===== src/rtl/phy_tport_pkg.sv =====
package phy_tport_pkg;

  typedef enum logic [2:0] {
    WR_IDLE,
    WR_CLR_LO,
    WR_CLR_HI,
    WR_CODE_SET,
    WR_CODE_LATCH,
    WR_DATA_SET,
    WR_DATA_COMMIT
  } wr_state_e;

  typedef enum logic [1:0] {
    WT_IDLE,
    WT_LOCK,
    WT_STOP
  } wt_state_e;

endpackage


===== src/rtl/phy_tport_seq.sv =====
module phy_tport_seq
  import phy_tport_pkg::*;
#(
  parameter int HOLD_CYC = 4
) (
  input  logic       clk_i,
  input  logic       rst_ni,
  input  logic       valid_i,
  input  logic       clear_i,
  input  logic [7:0] code_i,
  input  logic [7:0] data_i,
  output logic       ready_o,
  output logic       done_o,
  output logic       testclr_o,
  output logic       testclk_o,
  output logic       testen_o,
  output logic [7:0] testdin_o
);

  localparam int CW = (HOLD_CYC > 1) ? $clog2(HOLD_CYC) : 1;
  localparam logic [CW-1:0] LAST = CW'(HOLD_CYC - 1);

  wr_state_e     state_q;
  logic [CW-1:0] cnt_q;
  logic [7:0]    code_q, data_q;
  logic          done_q;

  always_ff @(posedge clk_i or negedge rst_ni) begin
    if (!rst_ni) begin
      state_q <= WR_IDLE;
      cnt_q   <= '0;
      code_q  <= '0;
      data_q  <= '0;
      done_q  <= 1'b0;
    end else begin
      done_q <= 1'b0;
      if (state_q == WR_IDLE) begin
        cnt_q <= '0;
        if (valid_i) begin
          state_q <= clear_i ? WR_CLR_LO : WR_CODE_SET;
          code_q  <= code_i;
          data_q  <= data_i;
        end
      end else if (cnt_q == LAST) begin
        cnt_q <= '0;
        unique case (state_q)
          WR_CLR_LO:      state_q <= WR_CLR_HI;
          WR_CODE_SET:    state_q <= WR_CODE_LATCH;
          WR_CODE_LATCH:  state_q <= WR_DATA_SET;
          WR_DATA_SET:    state_q <= WR_DATA_COMMIT;
          default: begin
            state_q <= WR_IDLE;
            done_q  <= 1'b1;
          end
        endcase
      end else begin
        cnt_q <= cnt_q + 1'b1;
      end
    end
  end

  always_comb begin
    testclr_o = (state_q == WR_CLR_HI);
    testclk_o = !((state_q == WR_CODE_LATCH) || (state_q == WR_DATA_SET));
    testen_o  = (state_q == WR_CODE_SET) || (state_q == WR_CODE_LATCH);
    if (testen_o)
      testdin_o = code_q;
    else if ((state_q == WR_DATA_SET) || (state_q == WR_DATA_COMMIT))
      testdin_o = data_q;
    else
      testdin_o = 8'h00;
  end

  assign ready_o = (state_q == WR_IDLE);
  assign done_o  = done_q;

endmodule


===== src/rtl/phy_band_lookup.sv =====
module phy_band_lookup #(
  parameter int RATE_W    = 12,
  parameter int NUM_BANDS = 36,
  parameter int BAND_BASE = 89,
  parameter int BAND_STEP = 40,
  parameter int BAND_TOP  = 1500
) (
  input  logic [RATE_W-1:0]            rate_i,
  output logic [$clog2(NUM_BANDS)-1:0] sel_o,
  output logic                         err_o
);

  localparam int SW = $clog2(NUM_BANDS);

  logic [NUM_BANDS-1:0] hit;

  for (genvar i = 0; i < NUM_BANDS; i++) begin : g_band
    localparam int MAXV = (i == NUM_BANDS - 1) ? BAND_TOP : BAND_BASE + i * BAND_STEP;
    assign hit[i] = (int'(rate_i) <= MAXV);
  end

  always_comb begin
    sel_o = '0;
    for (int i = NUM_BANDS - 1; i >= 0; i--) begin
      if (hit[i]) sel_o = SW'(i);
    end
  end

  assign err_o = ~|hit;

endmodule


===== src/rtl/phy_lock_waiter.sv =====
module phy_lock_waiter
  import phy_tport_pkg::*;
#(
  parameter int TIMEOUT_CYC = 2000000
) (
  input  logic clk_i,
  input  logic rst_ni,
  input  logic start_i,
  input  logic lock_i,
  input  logic stop_i,
  output logic busy_o,
  output logic done_o,
  output logic fail_o,
  output logic fail_stage_o
);

  localparam int TW = (TIMEOUT_CYC > 1) ? $clog2(TIMEOUT_CYC) : 1;
  localparam logic [TW-1:0] LAST = TW'(TIMEOUT_CYC - 1);

  wt_state_e     state_q;
  logic [TW-1:0] cnt_q;
  logic          done_q, fail_q, stage_q;

  always_ff @(posedge clk_i or negedge rst_ni) begin
    if (!rst_ni) begin
      state_q <= WT_IDLE;
      cnt_q   <= '0;
      done_q  <= 1'b0;
      fail_q  <= 1'b0;
      stage_q <= 1'b0;
    end else begin
      done_q <= 1'b0;
      fail_q <= 1'b0;
      unique case (state_q)
        WT_IDLE: begin
          cnt_q <= '0;
          if (start_i) state_q <= WT_LOCK;
        end
        WT_LOCK: begin
          if (lock_i) begin
            state_q <= WT_STOP;
            cnt_q   <= '0;
          end else if (cnt_q == LAST) begin
            state_q <= WT_IDLE;
            done_q  <= 1'b1;
            fail_q  <= 1'b1;
            stage_q <= 1'b0;
          end else begin
            cnt_q <= cnt_q + 1'b1;
          end
        end
        default: begin
          if (stop_i) begin
            state_q <= WT_IDLE;
            done_q  <= 1'b1;
          end else if (cnt_q == LAST) begin
            state_q <= WT_IDLE;
            done_q  <= 1'b1;
            fail_q  <= 1'b1;
            stage_q <= 1'b1;
          end else begin
            cnt_q <= cnt_q + 1'b1;
          end
        end
      endcase
    end
  end

  assign busy_o       = (state_q != WT_IDLE);
  assign done_o       = done_q;
  assign fail_o       = fail_q;
  assign fail_stage_o = stage_q;

endmodule


===== src/rtl/phy_tport_writer.sv =====
module phy_tport_writer #(
  parameter int HOLD_CYC    = 4,
  parameter int TIMEOUT_CYC = 2000000,
  parameter int RATE_W      = 12,
  parameter int NUM_BANDS   = 36,
  parameter int BAND_BASE   = 89,
  parameter int BAND_STEP   = 40,
  parameter int BAND_TOP    = 1500
) (
  input  logic                         clk_i,
  input  logic                         rst_ni,
  input  logic                         req_valid_i,
  input  logic                         req_clear_i,
  input  logic [7:0]                   req_code_i,
  input  logic [7:0]                   req_data_i,
  output logic                         req_ready_o,
  output logic                         req_done_o,
  output logic                         testclr_o,
  output logic                         testclk_o,
  output logic                         testen_o,
  output logic [7:0]                   testdin_o,
  input  logic [RATE_W-1:0]            band_rate_i,
  output logic [$clog2(NUM_BANDS)-1:0] band_sel_o,
  output logic                         band_err_o,
  input  logic                         wait_start_i,
  input  logic                         lock_i,
  input  logic                         stop_i,
  output logic                         wait_busy_o,
  output logic                         wait_done_o,
  output logic                         wait_fail_o,
  output logic                         wait_fail_stage_o
);

  phy_tport_seq #(.HOLD_CYC(HOLD_CYC)) u_seq (
    .clk_i     (clk_i),
    .rst_ni    (rst_ni),
    .valid_i   (req_valid_i),
    .clear_i   (req_clear_i),
    .code_i    (req_code_i),
    .data_i    (req_data_i),
    .ready_o   (req_ready_o),
    .done_o    (req_done_o),
    .testclr_o (testclr_o),
    .testclk_o (testclk_o),
    .testen_o  (testen_o),
    .testdin_o (testdin_o)
  );

  phy_band_lookup #(
    .RATE_W   (RATE_W),
    .NUM_BANDS(NUM_BANDS),
    .BAND_BASE(BAND_BASE),
    .BAND_STEP(BAND_STEP),
    .BAND_TOP (BAND_TOP)
  ) u_band (
    .rate_i(band_rate_i),
    .sel_o (band_sel_o),
    .err_o (band_err_o)
  );

  phy_lock_waiter #(.TIMEOUT_CYC(TIMEOUT_CYC)) u_wait (
    .clk_i       (clk_i),
    .rst_ni      (rst_ni),
    .start_i     (wait_start_i),
    .lock_i      (lock_i),
    .stop_i      (stop_i),
    .busy_o      (wait_busy_o),
    .done_o      (wait_done_o),
    .fail_o      (wait_fail_o),
    .fail_stage_o(wait_fail_stage_o)
  );

endmodule


===== config.mk =====
export PLATFORM = sky130hd
export DESIGN_NAME = phy_tport_writer
export DESIGN_NICKNAME = d
export VERILOG_FILES = /design/src/rtl/phy_tport_pkg.sv /design/src/rtl/phy_tport_seq.sv /design/src/rtl/phy_band_lookup.sv /design/src/rtl/phy_lock_waiter.sv /design/src/rtl/phy_tport_writer.sv
export SDC_FILE = /design/constraint.sdc
export NUM_CORES = 1
export LEC_CHECK = 0
export BUFFER_PORTS_ARGS = -buffer_cell sky130_fd_sc_hd__buf_4
export CORE_ASPECT_RATIO = 0.75
export CORE_MARGIN = 4
export CORE_UTILIZATION = 48
export DETAILED_ROUTE_END_ITERATION = 10
export PLACE_DENSITY = 0.69
export SLEW_MARGIN = 30
export SYNTH_ARGS = -nofsm -noshare
export SYNTH_HDL_FRONTEND = slang
export SYNTH_HIERARCHICAL = 1
export SYNTH_SLANG_ARGS = --single-unit

===== constraint.sdc =====
create_clock -name clk_i -period 6.7 [get_ports clk_i]
set_clock_uncertainty 0.15 [all_clocks]
set_input_delay 1.34 -clock clk_i [delete_from_list [all_inputs] [get_ports clk_i]]
set_output_delay 1.34 -clock clk_i [all_outputs]
set_load 0.01 [all_outputs]

After elaboration in Yosys (flattened, before gate mapping)
Cells that the tools add are included.

$add $sub $neg: 2. Magnitude comparators: 36. Equal/unequal tests: 14. Multiplexer cells: 68. Bitwise logic cells: 1. Reduce and logical (&&, ||, !) cells: 14.

Operators with widths (count): $mux 6 (36); $le 12x10->1 const B (13); $le 12x11->1 const B (12); $le 12x9->1 const B (6); $mux 21 (3); $le 12x8->1 const B (4); $pmux 21 s2 (1); $reduce_or 36->1 (1); $add 21x1->21 const B (1); $eq 21x21->1 const B (1); $mux 8 (2); $mux 2 (7); $le 12x7->1 const B (1); $pmux 3 s4 (1); $mux 1 (11); $eq 3x3->1 const B (3); $mux 3 (3); $eq 3x2->1 const B (2); $ne 2x2->1 const B (3); $pmux 1 s2 (3); $pmux 2 s2 (1); $reduce_and 2->1 (2); $reduce_and 4->1 (1); $reduce_bool 2->1 (2); 12 further kinds (15).

Register bits: 48. Bits of input ports: 35. Output and inout port bits: 24. Logic and storage cells: 145.

Depth between registers and ports, before layout
Depth in word-level cells: 37. Gate-level depth with buffers: 9. Gate-level depth less buffers: 7.

Modules after synthesis
Netlist, hierarchy kept.

By module, submodules not included: phy_lock_waiter (times used 1, cells an instance 162, area an instance 1560.2 sq um, sequential area each 650.6 sq um); phy_tport_seq (times used 1, cells an instance 100, area an instance 1232.4 sq um, sequential area each 550.5 sq um); phy_band_lookup (times used 1, cells an instance 195, area an instance 1226.2 sq um, sequential area each 0.0 sq um).

Worst setup path after synthesis
OpenSTA, ideal clock, no wires.

Path kind: input to output. Start: input band_rate_i[11]. End: output band_sel_o[0]. Arrival time: 3081 ps. Required time: 5210 ps. Setup slack: 2129 ps. Stages on the path: 8. Buffers on the path: 1. Path through: buf_4 -> and4bb_1 -> nand2_1 -> o21ai_2 -> or4_4 -> a2111oi_4 -> nor3b_1 -> o221ai_2.

Longest elaborated chain between the ends: 37. Elaborated cells on any way between the ends: 72. Classes of those cells: 36 x order compare; 36 x mux.

RTL lines: start: declaration (RTL line phy_tport_writer.sv:22) `input logic [RATE_W-1:0] band_rate_i,`; $le 12x11->1 (RTL line phy_band_lookup.sv:19) `assign hit[i] = (int'(rate_i) <= MAXV);`; $mux 6 (35 in a row) (RTL line phy_band_lookup.sv:25) `if (hit[i]) sel_o = SW'(i);`; $mux 6 * (RTL line phy_band_lookup.sv:25); end: declaration (RTL line phy_tport_writer.sv:23) `output logic [$clog2(NUM_BANDS)-1:0] band_sel_o,`.

Mark *: on every way between the ends. The rest lies on a longest branch, timed or not.

Worst setup path in the final report
Start: input band_rate_i[8]. End: output band_sel_o[0].

The elaborated chain is that of the path after synthesis.

==> summary.md <==
| Metric | Value |
|---|---|
| CTS Buf Count | `5` |
| Synth warn | `6` |
| WP data arrival | `around 3.6 ns` |
| Cells after synthesis | `457` |
| Fmax | `between 150 and 200 MHz` |
| Clk sinks | `between 40 and 50` |
| Max Cap Viol | `0` |
| Vias per std cell | `between 6 and 7` |
| First-pass GRT wire length | `around 18 mm` |
| Initial core utilization | `0.501` |
| Fin. max-slew vios | `0` |
| RR Endpoint | `u_wait/cnt_q[9]` |
| Setup Crit Path Kind | `in2out` |
| Highest routed metal layer | `met4` |
| Largest net degree at the start of global routing | `49` |
| HPWL Detailed | `around 8 mm` |
| Die area | `~0.01 sq mm` |
| Core ar. | `approximately 0.0080 sq mm` |
| Vias in the first global route | `3569` |
| # IOs | `59` |
| WHS | `a little under 0.3 ns` |
| Setup TNS | `0 ns` |
| Final hold vios | `0` |
| Hold Path Class | `reg2reg` |
| EDFF count, synth | `0` |
| Fraction of registers with async set/reset | `1.00` |
| Yosys cell types | `just over 80` |
| Initial antenna violation count | `0` |
| Min Tclk post-route | `between 5 and 6 ns` |
| Crit share post-route | `0.761` |
| Setup crit end | `band_sel_o[0]` |
| Syn avg cell area | `around 8.8 sq um` |
| CTS tree | `yes` |
| Metal2 WL | `4.86 mm` |
| TritonRoute pass-1 iters | `6` |
| Setup crit start kind | `input port` |
| Commonest non-fill, non-tap cell in the layout | `buf_4` |
| Routed WL | `around 11 mm` |
| Number of synthesized register bits | `48` |
| Crit path max fanout | `12` |
| Clock transition at path regs | `approximately 0.090 ns` |
| Post-place instance area | `between 0.004 and 0.005 sq mm` |
| Leak Pwr | `around 1.8 nW` |
| Reg2Reg Setup Slack | `around 4.7 ns` |
| Diode count | `0` |
| Peak VDD IR | `~0.16 mV` |
| Max-slew headroom | `0.484` |
| Yosys top cell by area | `dfrtp_1` |
| Placement Rows | `28` |
| Worst setup EP type | `output port` |
| Most frequent cells in the layout | `60 x buf_4, 48 x nand2_1, 47 x dfrtp_1, 29 x nor2_1` |
| Layout cells sized above 1 | `0.243` |
| Clock buffer depth | `2` |
| Syn nets | `about 490` |
| Routed met1 length | `about 5.1 mm` |
| Clock Root Buffer | `clkbuf_8` |
| Sequential share of the synthesized area | `0.299` |
| Main synth FF type | `dfrtp_1` |
| Via total after detailed routing | `about 3900` |
| Worst Path Required | `between 5 and 6 ns` |
| Final ANT Viol Nets | `0` |
| Mapped cell area | `between 0.004 and 0.005 sq mm` |
| Synth-to-Final Area Change | `12.4%` |
| RSZ-0062 raised after global routing | `no` |
| Top cell type's share of synthesized area | `0.299` |
| Status | `complete, no violations` |
| R2R cell count | `4` |
| Design area | `between 0.004 and 0.005 sq mm` |
| DP Worst Slack | `1.72 ns` |
| WL met3 | `approximately 1.1 mm` |
| Hold-fix buffers, CTS | `0` |
| Cts repair resizes | `0` |
| Final setup fails | `0` |
| R2r startpoint | `u_wait/state_q[1]` |
| Routability cong. | `roughly 1` |
| Port Buffers | `slightly below 60` |
| # H-tree levels | `2` |
| Clock Latency Late Sink | `0.31 ns` |
| Post-route setup slack | `1.60 ns` |
| Least-Margin Pin Slew | `between 0.7 and 0.8 ns` |
| Drt drc | `0` |
| Total Routing Usage GR | `0.225` |
| Largest cells by area after synthesis | `dfrtp_1 30%, nand2_1 4.5%, mux2_4 3.7%` |
| Core Util, Final | `0.563` |
| Grt total ovfl | `0` |
| Die Y | `between 80 and 90 um` |
| Die X | `roughly 110 um` |
| Post CTS Setup Buffer Count | `0` |
| Routed length per placed instance | `19.0 um` |
| Nets | `roughly 530` |
| Pwr/cell area | `272 mW/mm^2` |
| # fillers | `roughly 730` |
| DR iter-0 viols | `459` |
| Worst Setup SP | `band_rate_i[8]` |
## stage by stage
stage          power, mW  cells
2_1_floorplan      0.866    457
3_3_place_gp        1.03    587
3_5_place_dp        1.04    587
4_1_cts             1.23    595
5_1_grt             1.32    595
6_report            1.23    595
## power by group
| part | switching (mW) | leakage [nW] | internal (mW) |
|---|---|---|---|
| logic | 0.274 | 1.12 | 0.281 |
| clock network | 0.100 | 0.0445 | 0.0841 |
| registers | 0.121 | 0.615 | 0.369 |
## kinds of logic after synthesis
group / Yosys count / synth area share
flops: 48 / 0.299
mux: 27 / 0.0819
buf+inv: 39 / 0.0489
simple gates: 204 / 0.308
fa+ha+maj: 2 / 0.00623
compound gates: 137 / 0.257
## layer usage
| layer | up-vias | track usage |
|---|---|---|
| met3 | 26 | 0.0479 |
| met1 | 1872 | 0.336 |
| li1 | 1828 | - |
| met2 | 217 | 0.329 |
| met4 | 0 | 0.0611 |
| met5 | - | 0 |
## worst max-delay path, cell delays in order
cell	delay, ns
buf_4	0.16
nor4b_2	0.61
nand2_1	0.15
o21ai_0	0.33
a31oi_1	0.16
o31ai_1	0.30
nand4_1	0.19
o221ai_2	0.22
buf_4	0.15
## cells in the mapped netlist (all sizes together) (3+ instances only)
cell type,instances
buf,25
dfrtp,48
nand2b,7
and3,11
o41ai,3
nor2,30
a31oi,11
o221ai,9
nand4b,9
mux2,17
or2,8
nor3,10
or3,11
inv,4
nand3,12
o2111ai,4
nor4b,6
o31ai,11
a31o,3
a21oi,24
nand4,15
clkbuf,10
a211oi,4
mux2i,10
o211ai,7
and4,5
nor2b,6
a21boi,5
and2,10
nand2,49
or4,4
o311ai,6
o21ai,25
o21a,4
## flip-flops by register name, indices dropped and copies added (netlist names)
register / count
u_wait/state_q: 2
u_wait/fail_o: 1
u_seq/cnt_q: 2
u_wait/fail_stage_o: 1
u_seq/data_q: 8
u_seq/done_o: 1
u_wait/done_o: 1
u_seq/code_q: 8
u_wait/cnt_q: 21
u_seq/state_q: 3
## how the worst min path moves through the flow
stage	from	endpoint	cells after the start
6_report	u_seq/cnt_q[0]	u_seq/cnt_q[0]	1
3_5_place_dp	u_seq/cnt_q[0]	u_seq/cnt_q[0]	1
3_3_place_gp	u_seq/cnt_q[0]	u_seq/cnt_q[0]	1
2_1_floorplan	u_seq/cnt_q[0]	u_seq/cnt_q[0]	1
5_1_grt	u_seq/cnt_q[0]	u_seq/cnt_q[0]	1
4_1_cts	u_seq/cnt_q[0]	u_seq/cnt_q[0]	1
## cell type report
class / count / area [sq um] / area share
Clock buffer: 7 / 86.3 / 0.0191
Timing Repair Buffer: 60 / 450 / 0.0997
Clock inverter: 1 / 7.51 / 0.00166
Tap cell: 105 / 131 / 0.0291
Multi-Input combinational cell: 370 / 2620 / 0.581
Sequential cell: 48 / 1200 / 0.266
Inverter: 4 / 15.0 / 0.00332
(Power assumes the default switching activity.)
